$ cat src/rtl/dma_major_pkg.sv
// Package: shared register selects, command bits and control word layout
// for the DMA channel major-loop controller.
package dma_major_pkg;
    localparam int LINK_W     = 6;
    localparam int ALIGN_BITS = 5;

    typedef enum logic [1:0] {
        REG_CTRL  = 2'd0,
        REG_ITER  = 2'd1,
        REG_SGPTR = 2'd2,
        REG_CMD   = 2'd3
    } reg_sel_e;

    localparam int CMD_CLR_IRQ  = 0;
    localparam int CMD_CLR_ERR  = 1;
    localparam int CMD_CLR_DONE = 2;

    // Control word, LSB first: half_ie(0) major_ie(1) auto_dis(2) sg_en(3)
    // link_en(4) req_en(5) link_ch(11:6)
    typedef struct packed {
        logic [LINK_W-1:0] link_ch;
        logic              req_en;
        logic              link_en;
        logic              sg_en;
        logic              auto_dis;
        logic              major_ie;
        logic              half_ie;
    } ctrl_t;

    localparam int CTRL_W = $bits(ctrl_t);
endpackage

$ cat src/rtl/dma_major_cfg_regs.sv
// Module: control word and descriptor pointer registers.
// Guards the link and reload enables against writes while done is set;
// hardware may clear the request enable at completion (wins over a write).
// Assumes a single-cycle write strobe with a decoded select.
module dma_major_cfg_regs
    import dma_major_pkg::*;
#(
    parameter int PTR_W = 32
) (
    input  logic                 clk,
    input  logic                 rst_n,
    input  logic                 ctrl_wr,
    input  logic                 ptr_wr,
    input  logic [CTRL_W-1:0]    ctrl_wdata,
    input  logic [PTR_W-1:0]     ptr_wdata,
    input  logic                 done,
    input  logic                 req_clr,
    output ctrl_t                ctrl,
    output logic [PTR_W-1:0]     sg_ptr
);
    ctrl_t wr_word;

    // Purpose: mask the guarded enables when the loop is flagged done.
    always_comb begin
        wr_word         = ctrl_t'(ctrl_wdata);
        wr_word.link_en = wr_word.link_en & ~done;
        wr_word.sg_en   = wr_word.sg_en & ~done;
    end

    // Purpose: hold the control word, with completion clear of req_en.
    always_ff @(posedge clk) begin
        if (!rst_n) begin
            ctrl <= '0;
        end else begin
            if (ctrl_wr) ctrl <= wr_word;
            if (req_clr) ctrl.req_en <= 1'b0;
        end
    end

    // Purpose: hold the next-descriptor pointer.
    always_ff @(posedge clk) begin
        if (!rst_n)      sg_ptr <= '0;
        else if (ptr_wr) sg_ptr <= ptr_wdata;
    end
endmodule

$ cat src/rtl/dma_major_iter_ctr.sv
// Module: beginning and current iteration counters.
// Flags completion by look-ahead (count of 1 or 0) so the counter never wraps,
// and compares the next count with half the beginning count.
// Assumes step is already qualified by the absence of an engine error.
module dma_major_iter_ctr #(
    parameter int ITER_W = 15
) (
    input  logic              clk,
    input  logic              rst_n,
    input  logic              load,
    input  logic [ITER_W-1:0] load_val,
    input  logic              step,
    output logic [ITER_W-1:0] citer,
    output logic              complete,
    output logic              half_hit
);
    logic [ITER_W-1:0] biter;
    logic [ITER_W-1:0] next_cnt;

    // Purpose: decide completion and the count after this step.
    always_comb begin
        complete = (citer <= ITER_W'(1));
        next_cnt = complete ? '0 : citer - ITER_W'(1);
        half_hit = (next_cnt == (biter >> 1));
    end

    // Purpose: load from software, count down, reload at completion.
    always_ff @(posedge clk) begin
        if (!rst_n) begin
            biter <= '0;
            citer <= '0;
        end else if (load) begin
            biter <= load_val;
            citer <= load_val;
        end else if (step) begin
            citer <= complete ? biter : next_cnt;
        end
    end
endmodule

$ cat src/rtl/dma_major_status.sv
// Module: status flags and completion pulses.
// Keeps done, active, the sticky interrupt and the configuration error, and
// issues the registered one-cycle link and descriptor-fetch pulses.
// Assumes major is step qualified by completion.
module dma_major_status
    import dma_major_pkg::*;
#(
    parameter int PTR_W = 32
) (
    input  logic             clk,
    input  logic             rst_n,
    input  logic             svc_start,
    input  logic             minor_done,
    input  logic             eng_error,
    input  logic             step,
    input  logic             major,
    input  logic             half_hit,
    input  ctrl_t            ctrl,
    input  logic [PTR_W-1:0] sg_ptr,
    input  logic             clr_done,
    input  logic             clr_irq,
    input  logic             clr_err,
    output logic             done,
    output logic             active,
    output logic             irq,
    output logic             link_pulse,
    output logic             fetch_pulse,
    output logic             cfg_err
);
    logic aligned;
    logic irq_set;

    // Purpose: evaluate pointer alignment and interrupt causes.
    always_comb begin
        aligned = (sg_ptr[ALIGN_BITS-1:0] == '0);
        irq_set = (step && ctrl.half_ie && half_hit) || (major && ctrl.major_ie);
    end

    // Purpose: done flag, set at completion, cleared by start or command.
    always_ff @(posedge clk) begin
        if (!rst_n)         done <= 1'b0;
        else if (svc_start) done <= 1'b0;
        else if (major)     done <= 1'b1;
        else if (clr_done)  done <= 1'b0;
    end

    // Purpose: active flag across one minor loop.
    always_ff @(posedge clk) begin
        if (!rst_n)          active <= 1'b0;
        else if (eng_error)  active <= 1'b0;
        else if (svc_start)  active <= 1'b1;
        else if (minor_done) active <= 1'b0;
    end

    // Purpose: sticky interrupt and configuration error flags.
    always_ff @(posedge clk) begin
        if (!rst_n) begin
            irq     <= 1'b0;
            cfg_err <= 1'b0;
        end else begin
            if (irq_set)      irq <= 1'b1;
            else if (clr_irq) irq <= 1'b0;
            if (major && ctrl.sg_en && !aligned) cfg_err <= 1'b1;
            else if (clr_err)                    cfg_err <= 1'b0;
        end
    end

    // Purpose: single-cycle completion pulses.
    always_ff @(posedge clk) begin
        if (!rst_n) begin
            link_pulse  <= 1'b0;
            fetch_pulse <= 1'b0;
        end else begin
            link_pulse  <= major && ctrl.link_en;
            fetch_pulse <= major && ctrl.sg_en && aligned;
        end
    end
endmodule

$ cat src/rtl/dma_chan_major_ctl.sv
// Module: top of the DMA channel major-loop controller.
// Decodes the software write port, wires counter, registers and status.
// Assumes sw_wr_data is at least as wide as ITER_W and PTR_W.
module dma_chan_major_ctl
    import dma_major_pkg::*;
#(
    parameter int ITER_W = 15,
    parameter int PTR_W  = 32
) (
    input  logic              clk,
    input  logic              rst_n,
    input  logic              sw_wr_en,
    input  logic [1:0]        sw_wr_addr,
    input  logic [31:0]       sw_wr_data,
    input  logic              svc_start,
    input  logic              minor_done,
    input  logic              eng_error,
    output logic              req_en,
    output logic              done,
    output logic              active,
    output logic              irq,
    output logic [ITER_W-1:0] citer,
    output logic              link_start,
    output logic [LINK_W-1:0] link_ch,
    output logic              desc_fetch,
    output logic [PTR_W-1:0]  desc_addr,
    output logic              cfg_err
);
    reg_sel_e   wr_sel;
    ctrl_t      ctrl;
    logic       ctrl_wr, iter_wr, ptr_wr, cmd_wr;
    logic       step, complete, half_hit, major;
    logic [PTR_W-1:0] sg_ptr;

    // Purpose: decode writes and qualify the engine strobes.
    always_comb begin
        wr_sel  = reg_sel_e'(sw_wr_addr);
        ctrl_wr = sw_wr_en && (wr_sel == REG_CTRL);
        iter_wr = sw_wr_en && (wr_sel == REG_ITER);
        ptr_wr  = sw_wr_en && (wr_sel == REG_SGPTR);
        cmd_wr  = sw_wr_en && (wr_sel == REG_CMD);
        step    = minor_done && !eng_error;
        major   = step && complete;
    end

    dma_major_iter_ctr #(.ITER_W(ITER_W)) iter_i (
        .clk      (clk),
        .rst_n    (rst_n),
        .load     (iter_wr),
        .load_val (sw_wr_data[ITER_W-1:0]),
        .step     (step),
        .citer    (citer),
        .complete (complete),
        .half_hit (half_hit)
    );

    dma_major_cfg_regs #(.PTR_W(PTR_W)) regs_i (
        .clk        (clk),
        .rst_n      (rst_n),
        .ctrl_wr    (ctrl_wr),
        .ptr_wr     (ptr_wr),
        .ctrl_wdata (sw_wr_data[CTRL_W-1:0]),
        .ptr_wdata  (sw_wr_data[PTR_W-1:0]),
        .done       (done),
        .req_clr    (major && ctrl.auto_dis),
        .ctrl       (ctrl),
        .sg_ptr     (sg_ptr)
    );

    dma_major_status #(.PTR_W(PTR_W)) stat_i (
        .clk         (clk),
        .rst_n       (rst_n),
        .svc_start   (svc_start),
        .minor_done  (minor_done),
        .eng_error   (eng_error),
        .step        (step),
        .major       (major),
        .half_hit    (half_hit),
        .ctrl        (ctrl),
        .sg_ptr      (sg_ptr),
        .clr_done    (cmd_wr && sw_wr_data[CMD_CLR_DONE]),
        .clr_irq     (cmd_wr && sw_wr_data[CMD_CLR_IRQ]),
        .clr_err     (cmd_wr && sw_wr_data[CMD_CLR_ERR]),
        .done        (done),
        .active      (active),
        .irq         (irq),
        .link_pulse  (link_start),
        .fetch_pulse (desc_fetch),
        .cfg_err     (cfg_err)
    );

    // Purpose: expose request enable, link target and descriptor address.
    always_comb begin
        req_en    = ctrl.req_en;
        link_ch   = ctrl.link_ch;
        desc_addr = sg_ptr;
    end
endmodule

$ cat config.mk
export PLATFORM = sky130hd
export DESIGN_NAME = dma_chan_major_ctl
export DESIGN_NICKNAME = d
export VERILOG_FILES = /design/src/rtl/dma_major_pkg.sv /design/src/rtl/dma_major_cfg_regs.sv /design/src/rtl/dma_major_iter_ctr.sv /design/src/rtl/dma_major_status.sv /design/src/rtl/dma_chan_major_ctl.sv
export SDC_FILE = /design/constraint.sdc
export NUM_CORES = 1
export LEC_CHECK = 0
export CORE_MARGIN = 1.5
export CORE_UTILIZATION = 45
export DETAILED_ROUTE_END_ITERATION = 12
export MAX_ROUTING_LAYER = met4
export PLACE_DENSITY = 0.77
export SYNTH_ARGS = -nofsm -noshare
export SYNTH_HDL_FRONTEND = slang
export SYNTH_HIERARCHICAL = 1
export SYNTH_SLANG_ARGS = --single-unit
$ cat constraint.sdc
create_clock -name clk -period 2.55 [get_ports clk]
set_input_delay 0.6375 -clock clk [delete_from_list [all_inputs] [get_ports clk]]
set_output_delay 0.6375 -clock clk [all_outputs]
set_load 0.005 [all_outputs]
==> results of run 1 <==
==> worst reg2reg max path, cell delays in order, from the launching register on <==
cell and delay, ns:
sky130_fd_sc_hd__dfxtp_2 0.33, sky130_fd_sc_hd__or4_4 0.60, sky130_fd_sc_hd__nor4b_4 0.29, sky130_fd_sc_hd__xnor2_1 0.16, sky130_fd_sc_hd__a22o_1 0.22, sky130_fd_sc_hd__a2111oi_1 0.34, sky130_fd_sc_hd__and4_1 0.25, sky130_fd_sc_hd__nand3_1 0.07
sky130_fd_sc_hd__a21boi_1 0.13
==> cell usage in the layout (no fill, tap or decap), types with 3 or more instances in the layout <==
cell type / Yosys / layout
sky130_fd_sc_hd__xnor2_1: 9 / 8
sky130_fd_sc_hd__nand2b_1: 3 / 3
sky130_fd_sc_hd__o211ai_1: 4 / 4
sky130_fd_sc_hd__clkinvlp_4: 0 / 3
sky130_fd_sc_hd__and4_2: 3 / 3
sky130_fd_sc_hd__xor2_1: 8 / 7
sky130_fd_sc_hd__nand2_1: 34 / 34
sky130_fd_sc_hd__mux2i_1: 49 / 49
sky130_fd_sc_hd__a21boi_0: 16 / 16
sky130_fd_sc_hd__clkdlybuf4s50_1: 0 / 98
sky130_fd_sc_hd__o21a_1: 4 / 4
sky130_fd_sc_hd__nor3_1: 9 / 6
sky130_fd_sc_hd__nor4_1: 5 / 4
sky130_fd_sc_hd__buf_12: 1 / 3
sky130_fd_sc_hd__nor2b_1: 51 / 51
sky130_fd_sc_hd__buf_4: 0 / 33
sky130_fd_sc_hd__a21oi_1: 24 / 23
sky130_fd_sc_hd__a22oi_1: 4 / 4
sky130_fd_sc_hd__clkbuf_8: 0 / 10
sky130_fd_sc_hd__and2_1: 4 / 4
sky130_fd_sc_hd__o21ai_0: 21 / 21
sky130_fd_sc_hd__inv_1: 13 / 13
sky130_fd_sc_hd__nand3_1: 7 / 7
sky130_fd_sc_hd__a31oi_1: 4 / 3
sky130_fd_sc_hd__dfxtp_1: 80 / 78
sky130_fd_sc_hd__or4_4: 2 / 3
sky130_fd_sc_hd__or3_1: 6 / 6
sky130_fd_sc_hd__nor3_2: 1 / 3
sky130_fd_sc_hd__nor2_1: 17 / 17
==> where the power goes <==
part / switching, W / total, W / internal, W
clock: 0.000484 / 0.00107 / 0.000582
sequential: 0.0000501 / 0.00136 / 0.00131
combinational: 0.000609 / 0.00124 / 0.000627
==> flip-flops by register name (all words and copies together), names as in the netlist <==
name / flops
iter_i/biter: 15
iter_i/citer: 15
regs_i/ctrl: 12
regs_i/sg_ptr: 32
stat_i/active: 1
stat_i/cfg_err: 1
stat_i/done: 1
stat_i/fetch_pulse: 1
stat_i/irq: 1
stat_i/link_pulse: 1
==> through the flow <==
step	std cells	area (sq um)	hold slack, ns	TNS (ns)	power, W
floorplan	451	4110	0.442	0	0.00203
global placement	661	5300	0.453	-0.00247	0.00244
detailed placement	661	5300	0.462	-0.0506	0.00245
CTS	677	5540	0.475	0	0.00352
global route	682	5700	0.503	-0.0249	0.00385
finish	682	5700	0.471	0	0.00366
==> cell families after synthesis <==
logic type / count (synthesis) / share of synthesized area
multiplexers: 50 / 0.122
flip-flops: 80 / 0.390
AO/OA/AOI/OAI: 95 / 0.150
adder cells (fa/ha/maj): 2 / 0.00609
buffers and inverters: 44 / 0.0627
XOR/XNOR: 17 / 0.0362
AND/OR/NAND/NOR: 163 / 0.233
==> worst paths after layout <==
check	startpoint	to	slack (ns)
worst max-delay path	iter_i/citer[5]	stat_i/irq	0.09
worst min-delay path	regs_i/ctrl[4]	regs_i/ctrl[4]	0.47
worst max register to register	iter_i/citer[5]	stat_i/irq	0.09
worst min register to register	regs_i/ctrl[4]	regs_i/ctrl[4]	0.47
==> layout make-up <==
class,count,area (sq um),share of cell area
timing repair buffer,137,1330,0.233
sequential,80,1600,0.281
inverter,14,53.8,0.00944
multi-input combinational,327,2350,0.412
tap,108,135,0.0237
clock inverter,6,91.3,0.0160
clock buffer,10,138,0.0241
==> layer usage <==
metal | global-route usage | vias up | routed length (microns)
li1 | - | 1821 | -
met1 | 0.338 | 1726 | 5390
met2 | 0.366 | 114 | 5310
met3 | 0.0291 | 22 | 482
met4 | 0.0856 | 0 | 267
met5 | - | - | 0
==> what timing repair did <==
action	4_1_cts	5_1_grt
endpoints found under the hold margin	0	0
setup endpoints to repair	1	1
pin swaps	0	9
buffers inserted	0	4
gates resized for setup	2	20
gates cloned	0	1
==> results.md, run 1 <==
* Count of standard-cell rows at 34
* Port Buffers at 99
* Worst setup path category: reg2reg
* Maximum VDD drop at 0.000362 V
* Global-route wire length before repair at 18.5 mm
* Req. time, crit path at 2.83 ns
* Most frequent cell after synthesis: sky130_fd_sc_hd__dfxtp_1
* Synth-to-layout area growth at 38.7%
* Via count of the first global-routing pass at 3601
* PnR worst setup slack at 0.0950 ns
* Flip-flop and latch count after synthesis at 80
* Max capacitance violation total at 0
* Core box area at 8760 sq um
* Routed via count at 3683
* Horizontal die dimension at 98.6 microns
* Global-route usage over all layers at 0.243
* Kind of cell with the highest combined delay on the critical path: simple AND/OR/NAND/NOR gates
* Async set-or-reset flop fraction in the synthesized netlist at 0
* EDFF count, synth at 0
* Post-detailed-placement half-perimeter wirelength at 8.31 mm
* Final design utilization at 0.650
* Setup clock skew after layout at 0.00657 ns
* Routed length per instance at 16.8 microns
* Average cell area after synthesis at 9.11 sq um
* Path class of the lowest-slack min-delay path: reg2reg
* CP Data Arrival Time at 2.73 ns
* Post-cts hold buffer count at 0
* Max Fclk at 407 MHz
* Initial antenna violation count at 0
* Max Transition Viols Final at 0
* Maximum fanout along the worst path at 5
* Critical path's largest stage delay at 0.60 ns
* Netlist cell types at 62
* Routed vias/inst at 5.40
* Count of buffer and inverter cells on the critical path at 0
* Crit-path slowest cell: sky130_fd_sc_hd__or4_4
* Clock period minus worst slack at 2.46 ns
* Final setup violation count at 0
* H-tree lvl count at 3
* CTS clk-pin slew, worst paths at 0.08 ns
* Final Cycle Share at 0.963
* Boundary Pins at 100
* DRC at 0
* Wirelength, routed at 11.5 mm
* Starting density of the core at 0.469
* Number of clock sinks at 80
* Worst setup slack after placement at -0.0506 ns
* Synthesis Warnings at 6
* Primary flip-flop cell chosen by synthesis mapping: sky130_fd_sc_hd__dfxtp_1
* Final layout net count at 611
* Cells after synthesis at 451
* Cell types with the largest area share after synthesis: sky130_fd_sc_hd__dfxtp_1 (39%), sky130_fd_sc_hd__mux2i_1 (12%), sky130_fd_sc_hd__nor2b_1 (7.8%)
* Clock network latency to the later pin of the worst-skew pair at 0.34 ns
* Number of inserted filler cells in the final layout at 760
* Most used standard cells in the synthesized netlist: sky130_fd_sc_hd__dfxtp_1 (80), sky130_fd_sc_hd__nor2b_1 (51), sky130_fd_sc_hd__mux2i_1 (49)
* Routability congestion estimate at 0.889
* Kind of start point of the critical path: register
* Clock Tree Root: sky130_fd_sc_hd__clkbuf_8
* Router iterations before antenna repair at 4
* Netlist area before placement at 4110 sq um
* Setup repair after global routing missed its margin: yes
* Synth top area share at 0.390
* Biggest area consumer among synthesized cells: sky130_fd_sc_hd__dfxtp_1
* Clock tree from TritonCTS: built
* Critical path depth at 8
* Violation count after the first detailed-routing iteration at 204
* Normalized max-slew margin at 0.674
* Run status: completed
* Number of hold violations in the final report at 0
* Global-route congestion overflow total at 0
* Min-Delay Path Depth at 2
* Slew at the pin closest to its max-slew limit at 0.489 ns
* Maximum root-to-sink buffer count at 2
* Die Y at 98.6 microns
* Ratio of total power to cell area at 643 nW/um^2
* Leakage power summed over all cells at 2.07 nW
* Number of clock buffers inserted by TritonCTS at 9
* Critical path capture point type: register
* Synthesized net count at 493
* Largest net degree at the start of global routing at 54
* Final antenna diode count at 0
* Full die area at 9710 sq um
* Share of layout cells above drive strength 1 at 0.146
* Logic depth of the worst register-to-register path at 8
* CP cell instances: or4_4, nor4b_4, xnor2_1, a22o_1, a2111oi_1, and4_1, nand3_1, a21boi_1
* Post-route antenna net violation count at 0
* Sequential share of the synthesized area at 0.390
Note: power is estimated with default switching activity, not from simulation.
==> inputs of run 2 (changes only) <==
Settings changed: GPL_TIMING_DRIVEN set to 1.
==> results of run 2 <==
Final layout, timing and power as in run 1 (identical DEF).
